===== src/rtl/sio_pkg.sv =====
// Shared types for the serial channel: mode encoding, receiver states and helpers.
package sio_pkg;

    typedef enum logic [1:0] {
        MODE_BYTE_ALT = 2'b00,   // 8-bit frame, tick-driven rate
        MODE_BYTE     = 2'b01,   // 8-bit frame, tick-driven rate
        MODE_NINE_FIX = 2'b10,   // 9-bit frame, fixed clock-derived rate
        MODE_NINE_VAR = 2'b11    // 9-bit frame, tick-driven rate
    } sio_mode_e;

    typedef enum logic [1:0] {
        RX_IDLE  = 2'b00,
        RX_START = 2'b01,
        RX_BITS  = 2'b10,
        RX_STOP  = 2'b11
    } rx_state_e;

    localparam logic [1:0] ADDR_DATA = 2'd0;
    localparam logic [1:0] ADDR_CTRL = 2'd1;
    localparam logic [1:0] ADDR_AUX  = 2'd2;

    // True when the mode carries a ninth bit.
    function automatic logic mode_has_ninth(input logic [1:0] m);
        return m[1];
    endfunction

    // True when the mode uses the fixed clock-derived rate.
    function automatic logic mode_is_fixed(input logic [1:0] m);
        return m == MODE_NINE_FIX;
    endfunction

endpackage


===== src/rtl/sio_tick_sel.sv =====
// Bit-rate tick selection.
// Produces the oversampling tick used by both shifters. In fixed-rate mode a
// free-running prescaler divides the clock so that OVS ticks span 32 or 64
// clocks. Otherwise the external tick passes through unchanged.
// Assumes OVS divides 32 and the external tick is a one-cycle pulse.
module sio_tick_sel #(
    parameter int OVS = 16
) (
    input  logic clk,
    input  logic rst_n,
    input  logic tick_ext,
    input  logic fixed_en,
    input  logic div64,
    output logic tick
);
    localparam int PER32 = 32 / OVS;
    localparam int PER64 = 64 / OVS;
    localparam int CW    = $clog2(PER64) + 1;

    logic [CW-1:0] pre_q;
    logic [CW-1:0] per_last;
    logic          pre_hit;

    assign per_last = div64 ? CW'(PER64 - 1) : CW'(PER32 - 1);
    assign pre_hit  = pre_q >= per_last;

    // Free-running prescaler that wraps on each fixed-rate tick.
    always_ff @(posedge clk) begin
        if (!rst_n)       pre_q <= '0;
        else if (pre_hit) pre_q <= '0;
        else              pre_q <= pre_q + 1'b1;
    end

    assign tick = fixed_en ? pre_hit : tick_ext;

    a_r6_fixed_spacing: assert property (@(posedge clk) disable iff (!rst_n)
        (fixed_en && tick) |=> !(fixed_en && tick));

endmodule


===== src/rtl/sio_tx.sv =====
// Transmit shifter.
// On start while idle it loads a whole frame into a shift register:
// start, data LSB first, optional ninth bit, then one or two stop bits.
// It moves one bit out every OVS ticks. A start request while busy is dropped.
// done pulses for one cycle when the last stop bit ends.
module sio_tx #(
    parameter int DW  = 8,
    parameter int OVS = 16
) (
    input  logic          clk,
    input  logic          rst_n,
    input  logic          tick,
    input  logic          start,
    input  logic [DW-1:0] data,
    input  logic          ninth_en,
    input  logic          ninth,
    input  logic          stop2,
    output logic          txd,
    output logic          busy,
    output logic          done
);
    localparam int FW = DW + 4;
    localparam int CW = $clog2(OVS);
    localparam int NW = $clog2(FW + 1);

    logic [FW-1:0] sh_q;
    logic [FW-1:0] frame;
    logic [NW-1:0] left_q;
    logic [NW-1:0] nbits;
    logic [CW-1:0] tcnt_q;

    // Assemble the frame image and its bit count.
    always_comb begin
        frame        = '1;
        frame[0]     = 1'b0;
        frame[DW:1]  = data;
        if (ninth_en) frame[DW+1] = ninth;
        nbits = NW'(DW + 2) + NW'(ninth_en) + NW'(stop2);
    end

    // Frame loading, bit pacing and end-of-frame signalling.
    always_ff @(posedge clk) begin
        if (!rst_n) begin
            sh_q   <= '1;
            left_q <= '0;
            tcnt_q <= '0;
            busy   <= 1'b0;
            done   <= 1'b0;
        end else begin
            done <= 1'b0;
            if (!busy && start) begin
                sh_q   <= frame;
                left_q <= nbits;
                tcnt_q <= '0;
                busy   <= 1'b1;
            end else if (busy && tick) begin
                if (tcnt_q == CW'(OVS - 1)) begin
                    tcnt_q <= '0;
                    sh_q   <= {1'b1, sh_q[FW-1:1]};
                    left_q <= left_q - 1'b1;
                    if (left_q == NW'(1)) begin
                        busy <= 1'b0;
                        done <= 1'b1;
                    end
                end else begin
                    tcnt_q <= tcnt_q + 1'b1;
                end
            end
        end
    end

    assign txd = sh_q[0];

    a_r1_idle_high: assert property (@(posedge clk) disable iff (!rst_n)
        !busy |-> txd);
    a_r5_done_at_end: assert property (@(posedge clk) disable iff (!rst_n)
        done |-> (!busy && $past(busy)));
    a_r10_busy_no_reload: assert property (@(posedge clk) disable iff (!rst_n)
        (busy && start && !tick) |=> $stable(sh_q));

endmodule


===== src/rtl/sio_rx.sv =====
// Receive shifter.
// Synchronises the line, then waits for it to be high (armed). On the first
// low tick it counts to mid-bit and confirms the start. After that it samples
// each data bit, the optional ninth bit and the stop bit every OVS ticks.
// valid pulses with the captured word. A low stop bit is reported as ferr.
// Assumes tick is a one-cycle pulse at OVS times the bit rate.
module sio_rx #(
    parameter int DW  = 8,
    parameter int OVS = 16
) (
    input  logic          clk,
    input  logic          rst_n,
    input  logic          tick,
    input  logic          rxd,
    input  logic          enable,
    input  logic          ninth_en,
    output logic          valid_o,
    output logic [DW-1:0] word_o,
    output logic          ninth_o,
    output logic          ferr_o
);
    import sio_pkg::*;

    localparam int CW = $clog2(OVS);
    localparam int IW = $clog2(DW + 1);

    logic [1:0]    sync_q;
    logic          rxs;
    logic          armed_q;
    logic          nine_q;
    rx_state_e     state_q;
    logic [CW-1:0] cnt_q;
    logic [IW-1:0] idx_q;
    logic [DW:0]   sh_q;
    logic [IW-1:0] last_idx;

    assign rxs      = sync_q[1];
    assign last_idx = nine_q ? IW'(DW) : IW'(DW - 1);

    // Two-flop synchroniser on the asynchronous line.
    always_ff @(posedge clk) begin
        if (!rst_n) sync_q <= 2'b11;
        else        sync_q <= {sync_q[0], rxd};
    end

    // Frame state machine, bit sampling and word delivery.
    always_ff @(posedge clk) begin
        if (!rst_n) begin
            state_q <= RX_IDLE;
            armed_q <= 1'b0;
            nine_q  <= 1'b0;
            cnt_q   <= '0;
            idx_q   <= '0;
            sh_q    <= '0;
            valid_o <= 1'b0;
            word_o  <= '0;
            ninth_o <= 1'b0;
            ferr_o  <= 1'b0;
        end else begin
            valid_o <= 1'b0;
            case (state_q)
                RX_IDLE: begin
                    if (rxs) armed_q <= 1'b1;
                    if (enable && tick && armed_q && !rxs) begin
                        state_q <= RX_START;
                        armed_q <= 1'b0;
                        nine_q  <= ninth_en;
                        cnt_q   <= '0;
                    end
                end
                RX_START: if (tick) begin
                    if (cnt_q == CW'(OVS / 2 - 1)) begin
                        cnt_q   <= '0;
                        idx_q   <= '0;
                        state_q <= rxs ? RX_IDLE : RX_BITS;
                    end else begin
                        cnt_q <= cnt_q + 1'b1;
                    end
                end
                RX_BITS: if (tick) begin
                    if (cnt_q == CW'(OVS - 1)) begin
                        cnt_q <= '0;
                        sh_q  <= {rxs, sh_q[DW:1]};
                        idx_q <= idx_q + 1'b1;
                        if (idx_q == last_idx) state_q <= RX_STOP;
                    end else begin
                        cnt_q <= cnt_q + 1'b1;
                    end
                end
                RX_STOP: if (tick) begin
                    if (cnt_q == CW'(OVS - 1)) begin
                        cnt_q   <= '0;
                        valid_o <= 1'b1;
                        word_o  <= nine_q ? sh_q[DW-1:0] : sh_q[DW:1];
                        ninth_o <= nine_q ? sh_q[DW] : rxs;
                        ferr_o  <= !rxs;
                        state_q <= RX_IDLE;
                    end else begin
                        cnt_q <= cnt_q + 1'b1;
                    end
                end
                default: state_q <= RX_IDLE;
            endcase
        end
    end

    a_r3_valid_after_stop: assert property (@(posedge clk) disable iff (!rst_n)
        valid_o |-> ($past(state_q) == RX_STOP));
    a_r9_rearm_needs_high: assert property (@(posedge clk) disable iff (!rst_n)
        ($past(state_q) == RX_IDLE && state_q == RX_START) |-> $past(armed_q));

endmodule


===== src/rtl/sio_port.sv =====
// Serial channel top: register file plus the tick selector and both shifters.
// Address 0 is shared: a write starts transmission, a read returns the last
// received byte. Address 1 is the control register and address 2 the auxiliary
// register. Event flags are sticky; hardware setting wins over a software clear.
// Assumes DW >= 8. The control and auxiliary fields sit in the low 8 bits.
module sio_port #(
    parameter int DW  = 8,
    parameter int OVS = 16
) (
    input  logic          clk,
    input  logic          rst_n,
    input  logic          tick16_i,
    input  logic          bus_wr,
    input  logic [1:0]    bus_addr,
    input  logic [DW-1:0] bus_wdata,
    output logic [DW-1:0] bus_rdata,
    input  logic          rxd,
    output logic          txd
);
    import sio_pkg::*;

    logic [1:0]    mode_q;
    logic          stop2_q, rxen_q, tx9_q, rx9_q, txdone_q, rxrdy_q;
    logic          div64_q, fe_q;
    logic [DW-1:0] rxbuf_q;

    logic          tick, tx_busy, tx_done;
    logic          rx_valid, rx_ninth, rx_ferr;
    logic [DW-1:0] rx_word;
    logic          wr_data, wr_ctrl, wr_aux;

    assign wr_data = bus_wr && (bus_addr == ADDR_DATA);
    assign wr_ctrl = bus_wr && (bus_addr == ADDR_CTRL);
    assign wr_aux  = bus_wr && (bus_addr == ADDR_AUX);

    sio_tick_sel #(.OVS(OVS)) u_tick (
        .clk(clk), .rst_n(rst_n), .tick_ext(tick16_i),
        .fixed_en(mode_is_fixed(mode_q)), .div64(div64_q), .tick(tick)
    );

    sio_tx #(.DW(DW), .OVS(OVS)) u_tx (
        .clk(clk), .rst_n(rst_n), .tick(tick), .start(wr_data),
        .data(bus_wdata), .ninth_en(mode_has_ninth(mode_q)), .ninth(tx9_q),
        .stop2(stop2_q), .txd(txd), .busy(tx_busy), .done(tx_done)
    );

    sio_rx #(.DW(DW), .OVS(OVS)) u_rx (
        .clk(clk), .rst_n(rst_n), .tick(tick), .rxd(rxd), .enable(rxen_q),
        .ninth_en(mode_has_ninth(mode_q)), .valid_o(rx_valid),
        .word_o(rx_word), .ninth_o(rx_ninth), .ferr_o(rx_ferr)
    );

    // Control register: configuration fields and sticky event flags.
    always_ff @(posedge clk) begin
        if (!rst_n) begin
            {mode_q, stop2_q, rxen_q, tx9_q} <= '0;
            {rx9_q, txdone_q, rxrdy_q}       <= '0;
        end else begin
            if (wr_ctrl) begin
                mode_q   <= bus_wdata[7:6];
                stop2_q  <= bus_wdata[5];
                rxen_q   <= bus_wdata[4];
                tx9_q    <= bus_wdata[3];
                txdone_q <= txdone_q & bus_wdata[1];
                rxrdy_q  <= rxrdy_q & bus_wdata[0];
            end
            if (tx_done)  txdone_q <= 1'b1;
            if (rx_valid) begin
                rxrdy_q <= 1'b1;
                rx9_q   <= rx_ninth;
            end
        end
    end

    // Auxiliary register: fixed-rate divisor select and framing-error flag.
    always_ff @(posedge clk) begin
        if (!rst_n) begin
            div64_q <= 1'b0;
            fe_q    <= 1'b0;
        end else begin
            if (wr_aux) begin
                div64_q <= bus_wdata[0];
                fe_q    <= fe_q & bus_wdata[1];
            end
            if (rx_valid && rx_ferr) fe_q <= 1'b1;
        end
    end

    // Receive buffer, loaded only by the receiver.
    always_ff @(posedge clk) begin
        if (!rst_n)        rxbuf_q <= '0;
        else if (rx_valid) rxbuf_q <= rx_word;
    end

    // Read multiplexer over the three addresses.
    always_comb begin
        bus_rdata = '0;
        case (bus_addr)
            ADDR_DATA: bus_rdata = rxbuf_q;
            ADDR_CTRL: bus_rdata[7:0] = {mode_q, stop2_q, rxen_q, tx9_q,
                                         rx9_q, txdone_q, rxrdy_q};
            ADDR_AUX:  bus_rdata[1:0] = {fe_q, div64_q};
            default:   bus_rdata = '0;
        endcase
    end

    a_r8_done_sticky: assert property (@(posedge clk) disable iff (!rst_n)
        (txdone_q && !wr_ctrl) |=> txdone_q);
    a_r8_ready_sticky: assert property (@(posedge clk) disable iff (!rst_n)
        (rxrdy_q && !wr_ctrl) |=> rxrdy_q);
    a_r4_write_keeps_rxbuf: assert property (@(posedge clk) disable iff (!rst_n)
        (wr_data && !rx_valid) |=> $stable(rxbuf_q));
    a_r9_fe_sticky: assert property (@(posedge clk) disable iff (!rst_n)
        (fe_q && !wr_aux) |=> fe_q);

endmodule


===== config.mk =====
export PLATFORM = sky130hd
export DESIGN_NAME = sio_port
export DESIGN_NICKNAME = d
export VERILOG_FILES = /design/src/rtl/sio_pkg.sv /design/src/rtl/sio_tick_sel.sv /design/src/rtl/sio_tx.sv /design/src/rtl/sio_rx.sv /design/src/rtl/sio_port.sv
export SDC_FILE = /design/constraint.sdc
export NUM_CORES = 1
export LEC_CHECK = 0
export BUFFER_PORTS_ARGS = -buffer_cell sky130_fd_sc_hd__buf_2
export CELL_PAD_IN_SITES_DETAIL_PLACEMENT = 1
export CELL_PAD_IN_SITES_GLOBAL_PLACEMENT = 2
export CORE_MARGIN = 4
export CORE_UTILIZATION = 38
export DETAILED_ROUTE_END_ITERATION = 10
export HOLD_SLACK_MARGIN = 0.12
export PLACE_DENSITY = 0.88
export SLEW_MARGIN = 20
export SYNTH_ARGS = -nofsm -noshare
export SYNTH_HDL_FRONTEND = slang
export SYNTH_HIERARCHICAL = 1
export SYNTH_SLANG_ARGS = --single-unit
export TNS_END_PERCENT = 30

===== constraint.sdc =====
create_clock -name clk -period 3.1 [get_ports clk]
set_input_delay 0.465 -clock clk [delete_from_list [all_inputs] [get_ports clk]]
set_output_delay 0.465 -clock clk [all_outputs]
set_load 0.005 [all_outputs]

After elaboration in Yosys (flattened, before gate mapping) --
Cells that the tools add are included.
Word-level totals: bits in latches 0, RAM bits 0, word-level logic and storage cells 146, output and inout port bits 9, input port bits 15, ROM bits 0, memories 0, bits in registers 75
Cells by class: divide/modulo/power cells 0, magnitude comparators 1, equal/unequal tests 20, multiplexer cells 50, multipliers 0, shift-type cells 0, reductions and logical operators 35, bitwise logic cells 6, add/subtract/negate cells 7
Operator list (number):
- 4-bit two-way mux | 14
- 10-bit two-way mux | 3
- 2-bit two-way mux | 10
- 2-bit by 1-bit inequality test with 1-bit output, second input constant | 9
- 1-bit two-way mux | 17
- 2-bit nonzero test | 8
- 3-bit AND reduction | 5
- 4-bit by 1-bit adder with 4-bit output, second input constant | 3
- 4-bit case mux with 3 select lines | 1
- 6-bit case mux with 2 select lines | 1
- 1-bit logical AND | 9
- 2-bit == test, second input constant | 4
- 4-bit == test, second input constant | 2
- 8-bit two-way mux | 1
- 2-bit case mux with 4 select lines | 1
- 4-bit case mux with 2 select lines | 1
- 8-bit AND reduction | 1
- 2-bit case mux with 3 select lines | 1
- 2-bit AND reduction | 3
- 2-bit OR reduction | 3
- 5-bit AND reduction | 1
- 4-bit by 1-bit adder with 4-bit output | 1
- 4-bit by 1-bit adder with 4-bit output, first input constant | 1
- 2-bit by 1-bit == test with 1-bit output, second input constant | 2
- 11 further kinds | 17

Logic depth before layout (Yosys ltp) --
Gate-level depths: netlist of run 1.
word-level depth 8, mapped depth 10, mapped depth without buffers 8

By module --
The synthesis of run 1 kept the hierarchy.
Modules (own cells, without submodules):
- sio_rx | seq. area each 680.7 um^2, times used 1, area an instance 1562.7 um^2, cells an instance 159
- sio_tx | seq. area each 400.4 um^2, times used 1, area an instance 1152.4 um^2, cells an instance 125
- sio_port | seq. area each 360.3 um^2, times used 1, area an instance 842.1 um^2, cells an instance 90
- sio_tick_sel | seq. area each 60.1 um^2, times used 1, area an instance 141.4 um^2, cells an instance 13

Worst setup path before layout of run 1 --
OpenSTA, ideal clock, no wires.
kind reg2reg, start reg div64_q, end reg u_tx.sh_q[0], library setup time 0.137 ns, arrival time 2.176 ns, required time 2.963 ns, cell stages (with the launch flop) 11, clock period less this slack 2.312 ns, path buffers 3, slack 0.788 ns, path through dfxtp_1 inv_1 ha_1 nand2_1 a31oi_1 and4_4 buf_6 and2_4 buf_6 buf_12 o211ai_2
Between the ends: longest elaborated chain between the ends 6
RTL lines:
- from (decl) | RTL line sio_port.sv:24 | logic div64_q, fe_q;
- from (signal assigned) | RTL line sio_port.sv:82 | div64_q <= bus_wdata[0];
- 2-bit two-way mux | RTL line sio_tick_sel.sv:24 | assign per_last = div64 ? CW'(PER64 - 1) : CW'(PER32 - 1);
- 3-bit >= comparator | RTL line sio_tick_sel.sv:25 | assign pre_hit = pre_q >= per_last;
- 1-bit two-way mux | RTL line sio_tick_sel.sv:34 | assign tick = fixed_en ? pre_hit : tick_ext;
- named net tick | RTL line sio_port.sv:27 | logic tick, tx_busy, tx_done;
- 1-bit logical AND | RTL line sio_tx.sv:56 | end else if (busy && tick) begin
- 2-bit nonzero test (no line)
- 2-bit AND reduction (no line)
- to (signal assigned) | RTL line sio_tx.sv:52 | sh_q <= frame;
- to (signal assigned) | RTL line sio_tx.sv:59 | sh_q <= {1'b1, sh_q[FW-1:1]};
- to (decl) | RTL line sio_tx.sv:26 | logic [FW-1:0] sh_q;
The timed path passes the listed nets, and every way through them passes these cells. A chain may end at the register's enable or synchronous reset.

Worst setup path in the final report of run 1 --
start reg div64_q, end reg u_rx.word_o[1]
Between the ends: longest elaborated chain between the ends 4
RTL lines:
- 2-bit two-way mux | RTL line sio_tick_sel.sv:24
- 3-bit >= comparator | RTL line sio_tick_sel.sv:25
- 1-bit two-way mux | RTL line sio_tick_sel.sv:34
- named net tick | RTL line sio_port.sv:27
- 3-bit AND reduction (no line)
- to (signal assigned) | RTL line sio_rx.sv:94 | word_o <= nine_q ? sh_q[DW-1:0] : sh_q[DW:1];
- to (decl) | RTL line sio_rx.sv:18 | output logic [DW-1:0] word_o,
The timed path passes the listed nets, and every way through them passes these cells.

==> metrics.md, run 1 <==
| Metric | Value |
|---|---|
| Largest family of logic cells by synthesized area | simple AND/OR/NAND/NOR gates |
| Psw | 0.462 mW |
| Gr usage total | 15.8% |
| Final hold vios | 0 |
| Internal power | 1.34 mW |
| DR vias | 2889 |
| Number of global-route vias before repair | 2997 |
| Synth cell count leaders | dfxtp_1 (75), mux2i_1 (42), nor2_1 (41) |
| Post-route ant nets | 0 |
| First DRT Iteration DRCs | 83 |
| Max VDD drop | 0.288 mV |
| I/O Buffers | 23 |
| Syn_area_per_cell | 9.56 um2 |
| Cell repeated most along the worst path | nand2_1 |
| Post-CTS Setup Repair Bufs | 0 |
| HP Class | input pin to register |
| DP Worst Slack | 0.639 ns |
| Clock sinks | 75 |
| Synth Warn # | 6 |
| FP Rows | 35 |
| Die Footprint | 0.0114 mm2 |
| Total Nets Final | 424 |
| Asr flop ratio synth | 0% |
| CTS clock-pin slew for the worst setup and hold paths | 0.08 ns |
| Status | complete, no violations |
| Compound-Gate Fraction of Synth Area | 16.5% |
| Worst setup EP type | register |
| Simple-Gate Fraction of Synth Area | 22.4% |
| Die X | 107 um |
| Cell area after synthesis | 0.00370 mm2 |
| DP HPWL | 5.95 mm |
| Initial antenna violation count | 0 |
| Die H | 107 um |
| Switching Fraction | 25.6% |
| CTS tree | yes |
| Crit path cell chain | inv_1 -> ha_1 -> nand2_1 -> a31oi_1 -> buf_4 -> nand4_1 -> nor2_2 -> nand2_1 -> o211a_1 |
| Max Cap Violations | 0 |
| Maximum clock rate | 0.425 GHz |
| Hold-critical path depth | 2 |
| Levels on crit path | 9 |
| CP delay by family, top | simple AND/OR/NAND/NOR gates |
| Cell count of the worst reg-to-reg path | 9 |
| Least-Margin Pin Slew | 0.797 ns |
| Synth top area share | 40.6% |
| CP bufs+invs | 2 |
| N_diodes | 0 |
| Multi-input logic area | 0.00198 mm2 |
| Clk pwr share | 37.9% |
| Synth area leader | dfxtp_1 |
| Clock Latency Late Sink | 0.35 ns |
| RSZ-0062 raised after global routing | false |
| Pre-antenna DRT Iters | 4 |
| Power Density | 451 mW/mm2 |
| H-tree depth | 3 |
| Critical Path RT | 3.34 ns |
| Critical Path Source Type | register |
| Final Setup Violations | 0 |
| Syn-to-layout area delta | 8.25% |
| Flop pwr share | 55.2% |
| CTS Hold Bufs | 0 |
| Pin count of the biggest net entering global routing | 33 |
| Max FO, Critical Path | 19 |
| Tcrit/Tclk final | 75.9% |
| Setup Skew | 0.00914 ns |
| Cells after synthesis | 387 |
| Post-synth top flop | dfxtp_1 |
| Net Count, Synth | 410 |
| Root buf cell | clkbuf_8 |
| Max-slew violation count | 0 |
| CP max stage delay | 0.58 ns |
| Multiplexer share of the synthesized area | 11.7% |
| DR vias/cell | 5.40 |
| DR WL/cell | 16.0 um |
| Routability cong. | 0.741 |
| Total Negative Setup Slacks | 0 ns |
| First-pass GRT wire length | 14.6 mm |
| Number of synthesized register bits | 75 |
| Critical Path AT | 2.59 ns |
| Most common cell in the synthesized netlist | dfxtp_1 |
| IO Pins | 24 |
| FF-to-FF setup slack | 0.75 ns |
| FILL cells | 1125 |
| LEAKAGE | 1.52 nW |
| Area contributors post-synth | dfxtp_1 (41%), mux2i_1 (11%), nor2_1 (4.2%), nand2_1 (3.1%), ha_1 (2.7%) |
| Core Area | 0.00937 mm2 |
| Rel. slew slack | 46.8% |
| Post-synth EDFFs | 0 |
| Critical path's slowest cell | nor2_2 |
| Total grt overflow | 0 |
| Critical path type | register to register |
| CTS Buf Count | 9 |
| Share of layout cells above drive strength 1 | 16.7% |
| Synth Area in Adders | 2.71% |
| Final wirelength | 8.56 mm |
| Register area | 0.00150 mm2 |
| Final setup margin | 0.747 ns |
| Clk buf depth | 2 |
| Netlist cell types | 63 |
| Starting density of the core | 39.5% |
| DRC viols | 0 |
| XOR/XNOR share of the synthesized area | 0.237% |
| Seq/Total Area, Yosys | 40.6% |
| Period minus WS final | 2.35 ns |
| Gate power share | 6.9% |
| Post_cts resized | 0 |
==> worst register-to-register path, delay by kind of cell (launching register included) <==
kind            cells  cell delay, ns
simple gates        4            1.00
compound gates      2            0.37
flops               1            0.36
fa+ha+maj           1            0.27
buf+inv             2            0.24
==> sequential cells by signal (all words and copies together), names as in the netlist, 4 cells and up, named ones only <==
register,count
u_tx/left_q,4
rxbuf_q,8
u_rx/idx_q,4
u_tx/sh_q,10
u_rx/sh_q,9
u_tx/tcnt_q,4
u_rx/word_o,8
u_rx/cnt_q,4
==> logic make-up (layout without fill, tap and decap cells) <==
kind of cell,Yosys count,in the layout
muxes,43,43
adders and majority gates,8,8
xor gates and xnor gates,1,1
AOI/OAI and AO/OA,74,74
and+or+nand+nor,154,154
DFF,75,75
buffers and inverters,32,51
==> area by class of cell <==
type                    instances  share of cell area (%)
inverters                       6                   0.563
well taps                     129                    4.03
clock inverters                 6                    1.00
repair buffers                 29                    4.00
clock buffers                  10                    3.44
flip-flops and latches         75                    37.5
multi-input cells             280                    49.5
==> metrics by stage <==
step	hold WS, ns	utilization (%)	power (mW)	cells	cell area, um2
6_report	0.298	42.7	1.81	535	4000
5_1_grt	0.275	42.7	1.91	535	4000
4_1_cts	0.276	42.7	1.84	535	4000
3_5_place_dp	0.408	40.8	1.14	519	3830
3_3_place_gp	0.403	40.8	1.14	519	3830
2_1_floorplan	0.386	-	1.10	387	3700
==> path summary, 6_finish.rpt <==
path	start	to
setup / recovery	div64_q$_SDFFE_PN0P_	u_rx/word_o[1]$_SDFFE_PN0P_
hold / removal	rxd	u_rx/sync_q[0]$_SDFF_PN1_
setup reg to reg	div64_q$_SDFFE_PN0P_	u_rx/word_o[1]$_SDFFE_PN0P_
hold reg to reg	u_rx/sync_q[0]$_SDFF_PN1_	u_rx/sync_q[1]$_SDFF_PN1_
==> routing by layer <==
metal / vias to the layer above / part of all wire [%] / track usage, %
met1: 1431 / 49 / 20.6
li1: 1421 / - / -
met3: 10 / 2.1 / 2.89
met4: 0 / 1.3 / 5.30
met5: - / 0 / 0
met2: 27 / 48 / 26.3
==> cell usage in the layout (no fill, tap or decap), drive strengths merged, types with 4 or more instances in the layout <==
| master | count |
|---|---|
| o21ai | 10 |
| and2 | 4 |
| o211a | 10 |
| nor2b | 16 |
| and4 | 5 |
| a311oi | 5 |
| inv | 7 |
| nor3 | 13 |
| nand3b | 4 |
| ha | 8 |
| dfxtp | 75 |
| nand2 | 31 |
| mux2i | 42 |
| clkbuf | 10 |
| nor2 | 43 |
| a211oi | 18 |
| nor3b | 6 |
| nand3 | 6 |
| a21oi | 9 |
| clkinv | 4 |
| a21boi | 5 |
| buf | 29 |
| nand2b | 11 |
==> power by group through the flow <==
stage | Clock (mW) | Sequential (mW) | Combinational [mW]
final | 0.684 | 0.997 | 0.125
after global placement | 0 | 1.02 | 0.120
after floorplan | 0 | 1.01 | 0.0865
after CTS | 0.714 | 0.997 | 0.126
after global routing | 0.765 | 1.00 | 0.140
after detailed placement | 0 | 1.02 | 0.125
Power figures use the tool's default switching activity.
==> inputs of run 2 (changes only) <==
- ABC_AREA: unset -> 1
- CORE_UTILIZATION: 38 -> 31
- PLACE_DENSITY: 0.88 -> 0.85
- clock period: 3.1 -> 2.1 ns (I/O delays scaled with it)
==> run 2 against run 1 <==
Effect of this change: hold slack worse by 0.13 ns; die area up 14%; via count grew 9.1%; register-to-register slack got worse by 0.58 ns; sequential cell count is the same; final area is 1.5% higher; final cell count grew 24%; largest cell class unchanged; largest power group is now clock.
==> metrics.md, run 2 <==
| Metric | Value |
|---|---|
| Net Count, Synth | 512 |
| Starting density of the core | 31.9% |
| IO Pins | 24 |
| Cell area after synthesis | 0.00349 mm2 |
| Clock Latency Late Sink | 0.33 ns |
| WL met2 | 4.25 mm |
| Cells after synthesis | 489 |
| Initial antenna violation count | 0 |
| Critical path type | register to register |
| First-pass GRT wire length | 15.6 mm |
| Max FFs per register | 10 |
| Clock sinks | 75 |
| Gr usage total | 14.8% |
| Critical Path Source Type | register |
| Total Nets Final | 542 |
| CTS tree | yes |
| Period minus WS final | 1.94 ns |
| Highest routed layer | met4 |
| Die H | 114 um |
| Synth Warn # | 6 |
| Post-synth EDFFs | 0 |
| DR vias/cell | 4.75 |
| Final setup margin | 0.162 ns |
| Syn_area_per_cell | 7.13 um2 |
| Total grt overflow | 0 |
| FILL cells | 1389 |
| Root buf cell | clkbuf_16 |
| I/O Buffers | 23 |
| DRC viols | 0 |
| Final Setup Violations | 0 |
| Max Cap Violations | 0 |
| Area contributors post-synth | dfxtp_1 (43%), nand2_1 (14%), nor2_1 (7.3%), nand3_1 (4.7%), a21oi_1 (4.6%) |
| Core Area | 0.0109 mm2 |
| Pre-antenna DRT Iters | 4 |
| DR vias | 3153 |
| Final hold vios | 0 |
| DP Worst Slack | 0.0523 ns |
| Status | complete, no violations |
| Seq/Total Area, Yosys | 43.1% |
| Worst setup EP type | register |
| Top reg by flops | u_tx/sh_q |
| Total Negative Setup Slacks | 0 ns |
| N_diodes | 0 |
| H-tree depth | 3 |
| DP HPWL | 6.51 mm |
| Post-synth top flop | dfxtp_1 |
| Met3 wire length | 282 um |
| Critical Path RT | 2.32 ns |
| Final wirelength | 8.95 mm |
| Max VDD drop | 0.500 mV |
| CTS Buf Count | 9 |
| LEAKAGE | 1.83 nW |
| HP Class | input pin to register |
| Synth cell count leaders | nand2_1 (132), dfxtp_1 (75), nor2_1 (68) |
| Tcrit/Tclk final | 92.3% |
| Synth area leader | dfxtp_1 |
| Synth top area share | 43.1% |
| First DRT Iteration DRCs | 160 |
| CTS Hold Bufs | 0 |
| Maximum clock rate | 0.516 GHz |
| Syn-to-layout area delta | 16.6% |
| Post-route ant nets | 0 |
| Critical Path AT | 2.16 ns |
| Asr flop ratio synth | 0% |
| Most common cell in the synthesized netlist | nand2_1 |
| Setup Skew | 0.00664 ns |
| DR WL/cell | 13.5 um |
| RSZ-0062 raised after global routing | false |
| Power Density | 797 mW/mm2 |
| Routability cong. | 0.782 |
| Number of synthesized register bits | 75 |
| Rel. slew slack | 72.0% |
| Max-slew violation count | 0 |
| Share of layout cells above drive strength 1 | 15.3% |
| Commonest non-fill, non-tap cell in the layout | nand2_1 |
| Pin count of the biggest net entering global routing | 20 |
| Metal-1 WL | 4.34 mm |
| Netlist cell types | 34 |
| FP Rows | 38 |
| Least-Margin Pin Slew | 0.420 ns |
| Max FO, Critical Path | 10 |
| Die Footprint | 0.0130 mm2 |
| Most frequent cells in the layout | nand2_1 (130), dfxtp_1 (75), nor2_1 (68) |
| Top Registers | u_tx/sh_q x10, u_rx/sh_q x9 |
| CTS clock-pin slew for the worst setup and hold paths | 0.06 ns |
| Clk buf depth | 2 |
| Number of global-route vias before repair | 3258 |
| Die X | 114 um |
==> run 2: cell count changes in the layout (fill, tap and decap cells not counted), sizes merged, moves of 10 or more <==
| cell | previous run | this run |
|---|---|---|
| nand2 | 31 | 135 |
| mux2i | 42 | 0 |
| inv | 7 | 45 |
| o21ai | 10 | 44 |
| nand3 | 6 | 39 |
| nor2 | 43 | 74 |
| a21oi | 9 | 32 |
| a211oi | 18 | 2 |
| nor2b | 16 | 0 |
| nor3 | 13 | 1 |
| nand2b | 11 | 0 |
| o211a | 10 | 0 |
==> run 2: area by class of cell <==
type / instances / area [um2] / area share (%)
clock inverter: 5 / 52.6 / 1.29
multi-input combinational: 353 / 1720 / 42.4
inverter: 47 / 178 / 4.37
clock buffer: 11 / 243 / 5.97
tap: 140 / 175 / 4.31
timing repair buffer: 33 / 190 / 4.68
sequential: 75 / 1500 / 36.9
==> run 2: layer usage <==
| layer | vias up | GRT usage (%) |
|---|---|---|
| li1 | 1626 | - |
| met1 | 1480 | 19.3 |
| met2 | 39 | 24.2 |
| met3 | 8 | 4.08 |
| met4 | 0 | 3.96 |
| met5 | - | 0 |
==> run 2: through the flow <==
step	cells	hold slack [ns]	power (mW)	utilization, %	cell area (um2)
3_5_place_dp	645	0.417	1.74	34.2	3740
2_1_floorplan	489	0.393	1.66	-	3490
5_1_grt	664	0.170	3.40	37.2	4060
3_3_place_gp	645	0.399	1.73	34.2	3740
6_report	664	0.166	3.24	37.2	4060
4_1_cts	661	0.154	3.29	36.9	4040
==> run 2: logic make-up after synthesis <==
family / synth area share [%]
fa+ha+maj: 2.87
buf+inv: 7.61
xor+xnor: 1.00
flops: 43.1
compound gates: 11.8
simple gates: 33.6
==> run 2: worst paths after layout <==
kind,slack (ns),cells past startpoint,from,to
setup / recovery,0.16,11,div64_q$_SDFFE_PN0P_,u_rx/word_o[3]$_SDFFE_PN0P_
hold / removal,0.17,2,rxd,u_rx/sync_q[0]$_SDFF_PN1_
setup reg to reg,0.16,11,div64_q$_SDFFE_PN0P_,u_rx/word_o[3]$_SDFFE_PN0P_
hold reg to reg,0.43,1,u_rx/sync_q[0]$_SDFF_PN1_,u_rx/sync_q[1]$_SDFF_PN1_
==> run 2: critical path, cell delays in order, from the launching register on <==
cell     delay (ns)
dfxtp_1        0.35
inv_1          0.06
ha_1           0.27
nand2_1        0.07
nand2_1        0.07
nand2_1        0.05
nand2_2        0.12
inv_2          0.09
nor4_4         0.38
inv_2          0.15
nor2_1         0.15
nor2_1         0.06
==> run 2: report_power, final <==
part / internal (mW) / switching (mW)
Sequential: 1.46 / 0.0231
Clock: 0.946 / 0.586
Combinational: 0.0794 / 0.147
Total: 2.48 / 0.756
==> run 2: repair_timing <==
action	in CTS	in global routing
gates resized for setup	0	3
endpoints found under the setup margin	0	19
setup buffers	0	3
endpoints found under the hold margin	0	0
